**config.mk**
```make
export PLATFORM = sky130hd
export DESIGN_NAME = rate_gen
export DESIGN_NICKNAME = d
export VERILOG_FILES = /design/src/rtl/rate_gen_pkg.sv /design/src/rtl/rg_cfg_regs.sv /design/src/rtl/rg_src_mux.sv /design/src/rtl/rg_accum.sv /design/src/rtl/rate_gen.sv
export SDC_FILE = /design/constraint.sdc
export NUM_CORES = 1
export LEC_CHECK = 0
export ABC_AREA = 1
export BUFFER_PORTS_ARGS = -buffer_cell sky130_fd_sc_hd__buf_2
export CORE_ASPECT_RATIO = 0.8
export CORE_UTILIZATION = 40
export DETAILED_ROUTE_END_ITERATION = 6
export SYNTH_ARGS = -nofsm -noshare
export SYNTH_HDL_FRONTEND = slang
export SYNTH_SLANG_ARGS = --single-unit
```
**constraint.sdc**
```tcl
create_clock -name clk -period 3.6 [get_ports clk]
set_input_delay 0.18 -clock clk [delete_from_list [all_inputs] [get_ports clk]]
set_output_delay 0.18 -clock clk [all_outputs]
set_load 0.01 [all_outputs]
```
**src/rtl/rate_gen_pkg.sv**
```systemverilog
package rate_gen_pkg;
  localparam int M_W     = 9;
  localparam int N_W     = 13;
  localparam int SEL_W   = 2;
  localparam int NUM_SRC = 1 << SEL_W;
  localparam int WORD_W  = 32;
  localparam int N_LSB   = 0;
  localparam int M_LSB   = N_LSB + N_W;
  localparam int EN_BIT  = 29;
  localparam int SEL_LSB = 30;
  localparam logic [SEL_W-1:0] SEL_RSV = 2'd2;

  typedef struct packed {
    logic [SEL_W-1:0] sel;
    logic             en;
    logic [M_W-1:0]   m;
    logic [N_W-1:0]   n;
  } cfg_t;

  function automatic cfg_t unpack_word(input logic [WORD_W-1:0] w);
    cfg_t c;
    c.sel = w[SEL_LSB +: SEL_W];
    c.en  = w[EN_BIT];
    c.m   = w[M_LSB +: M_W];
    c.n   = w[N_LSB +: N_W];
    return c;
  endfunction

  function automatic logic [WORD_W-1:0] pack_word(input cfg_t c);
    logic [WORD_W-1:0] w;
    w = '0;
    w[SEL_LSB +: SEL_W] = c.sel;
    w[EN_BIT]           = c.en;
    w[M_LSB +: M_W]     = c.m;
    w[N_LSB +: N_W]     = c.n;
    return w;
  endfunction

  function automatic logic ratio_ok(input logic [M_W-1:0] m, input logic [N_W-1:0] n);
    logic [N_W:0] twice_m;
    twice_m = (N_W+1)'(m) << 1;
    return (m != '0) && (n >= N_W'(2)) && ({1'b0, n} >= twice_m);
  endfunction
endpackage

```
**src/rtl/rg_cfg_regs.sv**
```systemverilog
module rg_cfg_regs
  import rate_gen_pkg::*;
(
  input  logic              clk,
  input  logic              rst_n,
  input  logic              wr_en,
  input  logic [WORD_W-1:0] wr_data,
  input  logic              pulse_busy,
  output cfg_t              active,
  output logic              pend,
  output logic              apply,
  output logic              err
);
  cfg_t           wr_cfg;
  logic           wr_ok;
  logic [M_W-1:0] pend_m;
  logic [N_W-1:0] pend_n;

  assign wr_cfg = unpack_word(wr_data);
  assign wr_ok  = ratio_ok(wr_cfg.m, wr_cfg.n);
  assign apply  = pend && !pulse_busy;

  always_ff @(posedge clk) begin
    if (!rst_n) begin
      active.sel <= '0;
      active.en  <= 1'b0;
      active.m   <= M_W'(1);
      active.n   <= N_W'(2);
      pend       <= 1'b0;
      pend_m     <= '0;
      pend_n     <= '0;
      err        <= 1'b0;
    end else begin
      if (apply) begin
        active.m <= pend_m;
        active.n <= pend_n;
        pend     <= 1'b0;
      end
      if (wr_en) begin
        active.sel <= wr_cfg.sel;
        active.en  <= wr_cfg.en;
        if (wr_ok) begin
          pend   <= 1'b1;
          pend_m <= wr_cfg.m;
          pend_n <= wr_cfg.n;
        end else begin
          err <= 1'b1;
        end
      end
    end
  end
endmodule

```
**src/rtl/rg_src_mux.sv**
```systemverilog
module rg_src_mux
  import rate_gen_pkg::*;
(
  input  logic [NUM_SRC-1:0] src_tick,
  input  logic [SEL_W-1:0]   sel,
  input  logic               en,
  output logic               tick
);
  logic [NUM_SRC-1:0] qual;

  for (genvar i = 0; i < NUM_SRC; i++) begin : g_src
    if (SEL_W'(i) == SEL_RSV) begin : g_rsv
      assign qual[i] = 1'b0;
    end else begin : g_use
      assign qual[i] = src_tick[i] && (sel == SEL_W'(i));
    end
  end

  assign tick = en && (|qual);
endmodule

```
**src/rtl/rg_accum.sv**
```systemverilog
module rg_accum
  import rate_gen_pkg::*;
(
  input  logic           clk,
  input  logic           rst_n,
  input  logic           tick,
  input  logic           clear,
  input  logic [M_W-1:0] m,
  input  logic [N_W-1:0] n,
  output logic           pulse
);
  logic [N_W-1:0] acc;
  logic [N_W:0]   sum;
  logic           wrap;

  assign sum  = {1'b0, acc} + (N_W+1)'(m);
  assign wrap = sum >= {1'b0, n};

  always_ff @(posedge clk) begin
    if (!rst_n) begin
      acc   <= '0;
      pulse <= 1'b0;
    end else if (clear) begin
      acc   <= '0;
      pulse <= 1'b0;
    end else if (tick) begin
      acc   <= wrap ? N_W'(sum - {1'b0, n}) : N_W'(sum);
      pulse <= wrap;
    end else begin
      pulse <= 1'b0;
    end
  end
endmodule

```
**src/rtl/rate_gen.sv**
```systemverilog
module rate_gen
  import rate_gen_pkg::*;
(
  input  logic        clk,
  input  logic        rst_n,
  input  logic [3:0]  src_tick,
  input  logic        wr_en,
  input  logic [31:0] wr_data,
  output logic [31:0] rd_data,
  output logic        pulse_out,
  output logic        cfg_err
);
  cfg_t active;
  logic cfg_pend;
  logic cfg_apply;
  logic src_hit;

  rg_cfg_regs u_cfg (
    .clk(clk), .rst_n(rst_n), .wr_en(wr_en), .wr_data(wr_data),
    .pulse_busy(pulse_out), .active(active), .pend(cfg_pend),
    .apply(cfg_apply), .err(cfg_err)
  );

  rg_src_mux u_mux (
    .src_tick(src_tick), .sel(active.sel), .en(active.en), .tick(src_hit)
  );

  rg_accum u_acc (
    .clk(clk), .rst_n(rst_n), .tick(src_hit), .clear(cfg_apply),
    .m(active.m), .n(active.n), .pulse(pulse_out)
  );

  assign rd_data = pack_word(active);
endmodule

```
After elaboration in Yosys (flattened, before gate mapping)
Cells that the tools add are included.

cells by class
  reduce and logical (&&, ||, !) cells = 15
  mux-type cells = 4
  order comparisons = 3
  equal/unequal tests = 2
  bitwise logic cells = 3
  add/sub/neg operators = 2

operator list
  cell                                                                                  count
  13-bit by 9-bit adder with 14-bit output                                              1
  14-bit by 13-bit greater-or-equal comparator with 1-bit output                        1
  13-bit by 10-bit greater-or-equal comparator with 1-bit output                        1
  13-bit by 2-bit greater-or-equal comparator with 1-bit output, second input constant  1
  13-bit 2-to-1 mux                                                                     1
  13-bit subtractor                                                                     1
  9-bit nonzero test                                                                    1
  1-bit logical AND                                                                     7
  3-bit OR reduction                                                                    2
  2-bit AND reduction                                                                   2
  1-bit 2-to-1 mux                                                                      3
  1-bit NOT                                                                             3
  2-bit by 1-bit == test with 1-bit output, second input constant                       1
  2-bit == test, second input constant                                                  1
  2-bit zero test                                                                       1
  2-bit OR reduction                                                                    1
  1-bit zero test                                                                       1

storage, ports and cells
  flip-flop bits (word level) = 63
  word-level logic and storage cells = 39

Depth between registers and ports, before layout
Gate-level depths: netlist (run 1).

  depth after elaboration = 6
  gate-level depth with buffers = 24

Cells and area by module
Synthesis (run 1) repeated with hierarchy kept, for this count alone.

second synthesis, totals
  cell total of the unflattened synthesis = 701
  area, all modules = 4,506.8 um^2

modules (own cells, without submodules)
  module       cells an instance  area an instance (um^2)  times used  sequential area each (um^2)
  rg_cfg_regs  339                2,321.0                  1           980.9
  rg_accum     346                2,095.8                  1           280.3
  rate_gen     8                  56.3                     1           0.0
  rg_src_mux   8                  33.8                     1           0.0

Worst setup path before layout (run 1)
No wires, ideal clock.

  path type = register to register
  start = register u_cfg.active[13] (netlist name)
  end = register u_acc.acc[0]
  arrival time = 2.925 ns
  path slack = 0.565 ns
  period minus slack after synthesis = 3.035 ns
  setup time = 0.110 ns
  cell stages (with the launch flop) = 25
  cells stage by stage = dfxtp_1 > ha_1 > inv_1 > fa_1 > inv_1 > nand3_1 > nand3_1 > nand2_1 > nand2_1 > xor2_1 > inv_1 > ha_1 > nand2_2 > inv_1 > a21oi_1 > nand3_2 > nand2_2 > nand2_2 > nand2_4 > nand2_4 > buf_6 > nand3_2 > nand3_1 > nand2_1 > inv_1

on the way
  word-level cells in the longest chain between the ends = 3

ends and longest elaborated chain
  item                                                                                                        line                            source
  13-bit by 9-bit adder with 14-bit output *                                                                  rg_accum.sv:16                  assign sum = {1'b0, acc} + (N_W+1)'(m);
  13-bit subtractor / 14-bit by 13-bit greater-or-equal comparator with 1-bit output (equally long branches)  rg_accum.sv:27, rg_accum.sv:17
  13-bit 2-to-1 mux *                                                                                         rg_accum.sv:27                  acc <= wrap ? N_W'(sum - {1'b0, n}) : N_W'(sum);
  end signal: assignment                                                                                      rg_accum.sv:27
  end: declaration                                                                                            rg_accum.sv:12                  logic [N_W-1:0] acc;

Every way passes the cells marked *; elsewhere a longest branch is shown, timed or not.
A chain may end at the register's enable or synchronous reset.

Worst setup path in the final report (run 1)
  start = register u_cfg.active[13] (netlist name)
  end = register u_acc.acc[12]

on the way
  word-level cells in the longest chain between the ends = 3

ends and longest elaborated chain
  item                                                                                                        line
  13-bit by 9-bit adder with 14-bit output *                                                                  rg_accum.sv:16
  13-bit subtractor / 14-bit by 13-bit greater-or-equal comparator with 1-bit output (equally long branches)  rg_accum.sv:27, rg_accum.sv:17
  13-bit 2-to-1 mux *                                                                                         rg_accum.sv:27

Marks and branches as above.

==> flow_metrics.env, run 1 <==
export IMPL_status="finished clean"
export IMPL_synth_most_common_cell="nand2_1"
export IMPL_clkLatencyLatePin_ns=0.33
export IMPL_die_x_um=117
export IMPL_drive_gt1_share_pct=14.9
export IMPL_tightest_slew_ns=0.824
export IMPL_synth_simple_area_share_pct=32.8
export IMPL_cts_tree="built"
export IMPL_gr_usage_all_layers_pct=21.3
export IMPL_grt_pass1_wl_um=17900
export IMPL_arrival_ns=3.59
export IMPL_final_net_count=767
export IMPL_die_y_um=94.1
export IMPL_p_leak_nw=2.57
export IMPL_fin_skew_ns=0.00423
export IMPL_cts_setup_buffers=0
export IMPL_initialDrtViolationCount=211
export IMPL_grt_ovfl_total=0
export IMPL_synthTopCellsByArea="dfxtp_1, nand2_1, ha_1, inv_1, nor2_1"
export IMPL_dp_hpwl_um=8570
export IMPL_h_tree_depth=3
export IMPL_clkTransAtPathRegs_ns=0.05
export IMPL_ff2ff_path_depth=23
export IMPL_synth_mux_area_share_pct=0
export IMPL_r2r_end="u_acc.acc[12]$_SDFFE_PP0P_"
export IMPL_routabilityCongestion=0.909
export IMPL_postRouteWirelength_um=10900
export IMPL_rsz0062_at_grt="false"
export IMPL_cp_common_cell="nand2_1"
export IMPL_std_cell_rows=33
export IMPL_critPathRequiredTime_ns=3.87
export IMPL_tns_ns=0
export IMPL_fin_area_um2=4930
export IMPL_r2r_start="u_cfg.active[13]$_SDFFE_PN1P_"
export IMPL_drcViolationCount=0
export IMPL_path_buf_inv=3
export IMPL_synthAdderAreaFrac_pct=10.1
export IMPL_portBuffers=57
export IMPL_synth_top_family_by_area="simple AND/OR/NAND/NOR gates"
export IMPL_slew_headroom_pct=45.0
export IMPL_crit_slowest_cell="fa_1"
export IMPL_firstDrtPassIters=5
export IMPL_max_stage_delay_ns=0.41
export IMPL_path_class="register to register"
export IMPL_via_per_inst=4.87
export IMPL_synth_async_sr_flop_share_pct=0
export IMPL_path_cells="ha_4 > inv_1 > fa_1 > inv_1 > nand3_1 > nand3_2 > nand2_1 > nand2_1 > xor2_2 > inv_1 > ha_1 > nand2_2 > nor2_2 > nand3_1 > nand3_2 > nand2_2 > nand2_2 > nand2_4 > nand2_4 > nand2_1 > nor2_4 > nand2_1 > nand2_1"
export IMPL_setup_viol=0
export IMPL_ys_ff_latch=63
export IMPL_io_pins=73
export IMPL_p_total_mw=2.30
export IMPL_ys_seq_area_share_pct=29.8
export IMPL_netlist_instances=644
export IMPL_synth_top_area_share_pct=29.8
export IMPL_slew_viol_final=0
export IMPL_synth_compound_area_share_pct=10.8
export IMPL_hold_slack_ns=0.0844
export IMPL_ant_nets=0
export IMPL_synth_edf_count=0
export IMPL_min_from="wr_data[29]"
export IMPL_syn_avg_cell_area_um2=6.58
export IMPL_powerDensity_nw_per_um2=467
export IMPL_fin_crit_sh_pct=92.3
export IMPL_max_clock_path_buffers=2
export IMPL_vdd_ir_drop_worst_v=0.000280
export IMPL_syn_to_final_growth_pct=16.5
export IMPL_cts_made_buffers=9
export IMPL_syn_area_um2=4240
export IMPL_n_antenna_cell=0
export IMPL_synth_xor_xnor_area_share_pct=3.51
export IMPL_grt_pass1_vias=3722
export IMPL_clockRootBuffer="clkbuf_16"
export IMPL_synth_top_cell_by_area="dfxtp_1"
export IMPL_ys_types=35
export IMPL_grt_max_degree=49
export IMPL_avgRoutedWirePerCell_um=13.0
export IMPL_core_area_um2=10300
export IMPL_synth_ff_type="dfxtp_1"
export IMPL_synth_warnings=0
export IMPL_timing_fmax_mhz=301
export IMPL_netlist_top_cells_count="nand2_1, inv_1, nor2_1, dfxtp_1, a21oi_1"
export IMPL_path_delay_family="simple AND/OR/NAND/NOR gates"
export IMPL_finalHoldViolations=0
export IMPL_hold_end="u_cfg.active[22]$_SDFFE_PN0P_"
export IMPL_cts_num_sinks=63
export IMPL_antenna_found_initial=0
export IMPL_worst_setup_path_start_kind="register"
export IMPL_die_area_um2=11000
export IMPL_placed_area_um2=4590
export IMPL_hold_depth=3
export IMPL_maxCapViolCount=0
export IMPL_cp_max_fo=12
export IMPL_critPathCaptureType="register"
export IMPL_regToRegSetupSlack_ns=0.28
export IMPL_hold_class="primary input to register"
export IMPL_finalCriticalPeriod_ns=3.32
export IMPL_num_vias=4088
export IMPL_start_util_pct=41.2
power by group:
| part | total (mW) | switching [mW] | internal (mW) |
|---|---|---|---|
| clock network | 0.878 | 0.322 | 0.556 |
| logic | 0.651 | 0.414 | 0.237 |
| registers | 0.775 | 0.0302 | 0.745 |
worst min-delay path, cell delays in order:
cell,delay (ns)
buf_2,0.08
nor2_1,0.03
nor2_1,0.08
layer usage:
layer / routed length, µm / global-route usage [%] / up-vias
met5: 0 / 0 / -
met4: 137 / 6.54 / 0
met3: 616 / 5.16 / 11
met2: 4670 / 33.0 / 105
met1: 5480 / 28.9 / 1831
li1: - / - / 2141
through the flow:
stage	instances	utilization [%]	setup WS (ns)
floorplan	650	-	0.565
global placement	824	44.7	0.236
detailed placement	824	44.7	0.138
CTS	840	47.7	0.111
global route	840	48.0	0.0302
finish	840	48.0	0.277
state kept, by name, indices dropped and copies added, names as in the netlist:
signal	cells
u_acc.pulse	1
u_acc.acc	13
u_cfg.pend	1
u_cfg.active	25
u_cfg.pend_n	13
u_cfg.pend_m	9
u_cfg.err	1
area by class of cell:
type,count,area (µm²)
Clock inverter,6,68.8
Fill cell,1048,5350
Multi-Input combinational cell,456,2480
Sequential cell,63,1260
Clock buffer,10,239
Inverter,105,394
Timing Repair Buffer,60,312
Tap cell,140,175
repair_timing:
| item | 4_1_cts | 5_1_grt |
|---|---|---|
| hold buffers | 0 | 0 |
| gates resized for setup | 0 | 6 |
| endpoints found under the setup margin | 0 | 14 |
cells in the final DEF (no fill, tap or decap), drive strengths merged, types with 17 or more instances in the layout:
master  count
o21ai      31
ha         31
nand4      17
nor2       80
nand2     162
a21oi      46
nand3      47
buf        60
inv       105
dfxtp      63
worst max-delay path by stage:
stage                                   from                          to  slack, ns  cells after the start
6_report       u_cfg.active[13]$_SDFFE_PN1P_  u_acc.acc[12]$_SDFFE_PP0P_       0.28                     23
4_1_cts        u_cfg.active[13]$_SDFFE_PN1P_  u_acc.acc[12]$_SDFFE_PP0P_       0.11                     23
5_1_grt        u_cfg.active[13]$_SDFFE_PN1P_   u_acc.acc[1]$_SDFFE_PP0P_       0.03                     23
3_3_place_gp   u_cfg.active[13]$_SDFFE_PN1P_   u_acc.acc[2]$_SDFFE_PP0P_       0.24                     22
2_1_floorplan  u_cfg.active[13]$_SDFFE_PN1P_   u_acc.acc[0]$_SDFFE_PP0P_       0.57                     24
3_5_place_dp   u_cfg.active[13]$_SDFFE_PN1P_  u_acc.acc[12]$_SDFFE_PP0P_       0.14                     23
cell families after synthesis:
kind of cell | after synthesis
compound gates | 86
xor+xnor | 17
fa+ha+maj | 33
buf+inv | 131
flops | 63
other cells | 1
simple gates | 313
(Power assumes the default switching activity.)
==> run 2: changes to the inputs <==
==> constraint.sdc (replaced) <==
create_clock -name clk -period 3.9 [get_ports clk]
set_input_delay 0.195 -clock clk [delete_from_list [all_inputs] [get_ports clk]]
set_output_delay 0.195 -clock clk [all_outputs]
set_load 0.01 [all_outputs]
==> run 2 against run 1 <==
Register-to-register slack better by 0.07 ns. Largest power group unchanged. First-iteration DRC count is 32% higher. Worst setup slack better by 0.068 ns. Sequential cell count stayed put. Hold slack better by 0.0059 ns. Highest routed layer unchanged. Cell count stayed put. Non-clock buffer count stayed put.
==> flow_metrics.env, run 2 (synthesis results as in run 1) <==
export IMPL_status="finished clean"
export IMPL_cts_made_buffers=9
export IMPL_portBuffers=57
export IMPL_slew_viol_final=0
export IMPL_cp_max_fo=14
export IMPL_cts_num_sinks=63
export IMPL_path_delay_family="simple AND/OR/NAND/NOR gates"
export IMPL_core_area_um2=10300
export IMPL_finalHoldViolations=0
export IMPL_via_per_inst=4.88
export IMPL_tns_ns=0
export IMPL_cts_setup_buffers=0
export IMPL_h_tree_depth=3
export IMPL_critPathCaptureType="register"
export IMPL_avgRoutedWirePerCell_um=12.9
export IMPL_rsz0062_at_grt="false"
export IMPL_die_area_um2=11000
export IMPL_powerDensity_nw_per_um2=453
export IMPL_slew_headroom_pct=54.6
export IMPL_drive_gt1_share_pct=14.4
export IMPL_clkTransAtPathRegs_ns=0.06
export IMPL_routabilityCongestion=0.900
export IMPL_min_from="wr_data[29]"
export IMPL_ff_latch_area_um2=1260
export IMPL_clkLatencyLatePin_ns=0.33
export IMPL_crit_slowest_cell="fa_1"
export IMPL_num_fill_cells=1056
export IMPL_drcViolationCount=0
export IMPL_max_clock_path_buffers=2
export IMPL_post_cts_resized=0
export IMPL_path_class="register to register"
export IMPL_die_y_um=94.1
export IMPL_grt_ovfl_total=0
export IMPL_multiInputGateArea_um2=2450
export IMPL_ctsHoldBuffers=0
export IMPL_dp_hpwl_um=8450
export IMPL_n_antenna_cell=0
export IMPL_r2r_start="u_cfg.active[13]$_SDFFE_PN1P_"
export IMPL_clockRootBuffer="clkbuf_16"
export IMPL_layout_cells_most_common="nand2_1"
export IMPL_std_cell_rows=33
export IMPL_ant_nets=0
export IMPL_arrival_ns=3.78
export IMPL_grt_pass1_vias=3865
export IMPL_fin_crit_sh_pct=91.2
export IMPL_finalCriticalPeriod_ns=3.56
export IMPL_final_net_count=767
export IMPL_grt_max_degree=49
export IMPL_num_vias=4097
export IMPL_path_cells="ha_1 > inv_1 > fa_1 > inv_1 > nand3_1 > nand3_1 > nand2_1 > nand2_1 > xor2_1 > inv_1 > ha_1 > nand2_2 > inv_1 > a21oi_1 > nand3_2 > nand2_2 > nand2_2 > nand2_4 > nand2_4 > nand3_1 > nand3_1 > nand2_1 > inv_1"
export IMPL_p_leak_nw=2.60
export IMPL_vdd_ir_drop_worst_v=0.000262
export IMPL_tightest_slew_ns=0.678
export IMPL_setup_viol=0
export IMPL_maxCapViolCount=0
export IMPL_postRouteWirelength_um=10800
export IMPL_grt_pass1_wl_um=18200
export IMPL_worst_setup_path_start_kind="register"
export IMPL_p_total_mw=2.24
export IMPL_die_x_um=117
export IMPL_largestRegisters="u_cfg.active: 25 flops, u_acc.acc: 13 flops, u_cfg.pend_n: 13 flops"
export IMPL_hold_class="primary input to register"
export IMPL_fin_skew_ns=0.00615
export IMPL_cts_tree="built"
export IMPL_io_pins=73
export IMPL_largest_register_ffs=25
export IMPL_path_buf_inv=5
export IMPL_regMostFlops="u_cfg.active"
export IMPL_max_stage_delay_ns=0.40
export IMPL_final_cell_mix="nand2_1, inv_1, nor2_1, dfxtp_1, buf_2"
export IMPL_worstSetupStartpoint="u_cfg.active[13]$_SDFFE_PN1P_"
export IMPL_initialDrtViolationCount=279
export IMPL_cp_common_cell="inv_1"
export IMPL_antenna_found_initial=0
export IMPL_firstDrtPassIters=5
export IMPL_syn_to_final_growth_pct=16.8
export IMPL_start_util_pct=41.2
export IMPL_critPathRequiredTime_ns=4.13
export IMPL_gr_usage_all_layers_pct=21.7
export IMPL_timing_fmax_mhz=281
[run 2: stage by stage]
stage                     utilization (%)  cell area [µm²]  instances  hold WS [ns]  setup WS [ns]
after global routing                 48.1             4950        840        0.0880         0.0106
after global placement               44.7             4590        824         0.420          0.475
after detailed placement             44.7             4590        824         0.428          0.350
after CTS                            48.1             4950        840        0.0839          0.324
after floorplan                         -             4260        650         0.330          0.865
final                                48.1             4950        840        0.0903          0.345
[run 2: path summary, 6_finish.rpt]
check	endpoint	slack, ns	depth (start not counted)
max	u_acc.acc[9]$_SDFFE_PP0P_	0.34	23
min	u_cfg.active[22]$_SDFFE_PN0P_	0.09	3
min reg2reg	u_cfg.active[5]$_SDFFE_PN0P_	0.45	2
max reg2reg	u_acc.acc[9]$_SDFFE_PP0P_	0.34	23
[run 2: worst register-to-register path: cells and delay by family, from the launching register on]
family,cells,cell delay [ns]
simple gates,13,1.33
xor+xnor,1,0.21
buf+inv,5,0.35
flops,1,0.38
compound gates,1,0.17
fa+ha+maj,3,1.02
[run 2: final cells by class]
type	instances	share of cell area (%)
sequential	63	25.5
timing repair buffer	60	6.22
multi-input combinational	456	49.6
inverter	105	7.97
clock buffer	10	4.83
tap	140	3.54
clock inverter	6	2.35
[run 2: routing by layer]
layer,track usage (%),vias up,wire [µm]
met4,8.65,0,198
met1,29.3,1832,5390
met5,0,-,0
met3,4.06,17,540
li1,-,2134,-
met2,33.8,114,4670
[run 2: report_power, final]
group	switching [mW]	leakage (nW)	internal, mW
clock network	0.296	0.173	0.645
registers	0.0280	0.519	0.688
logic	0.375	1.91	0.209
total	0.699	2.60	1.54
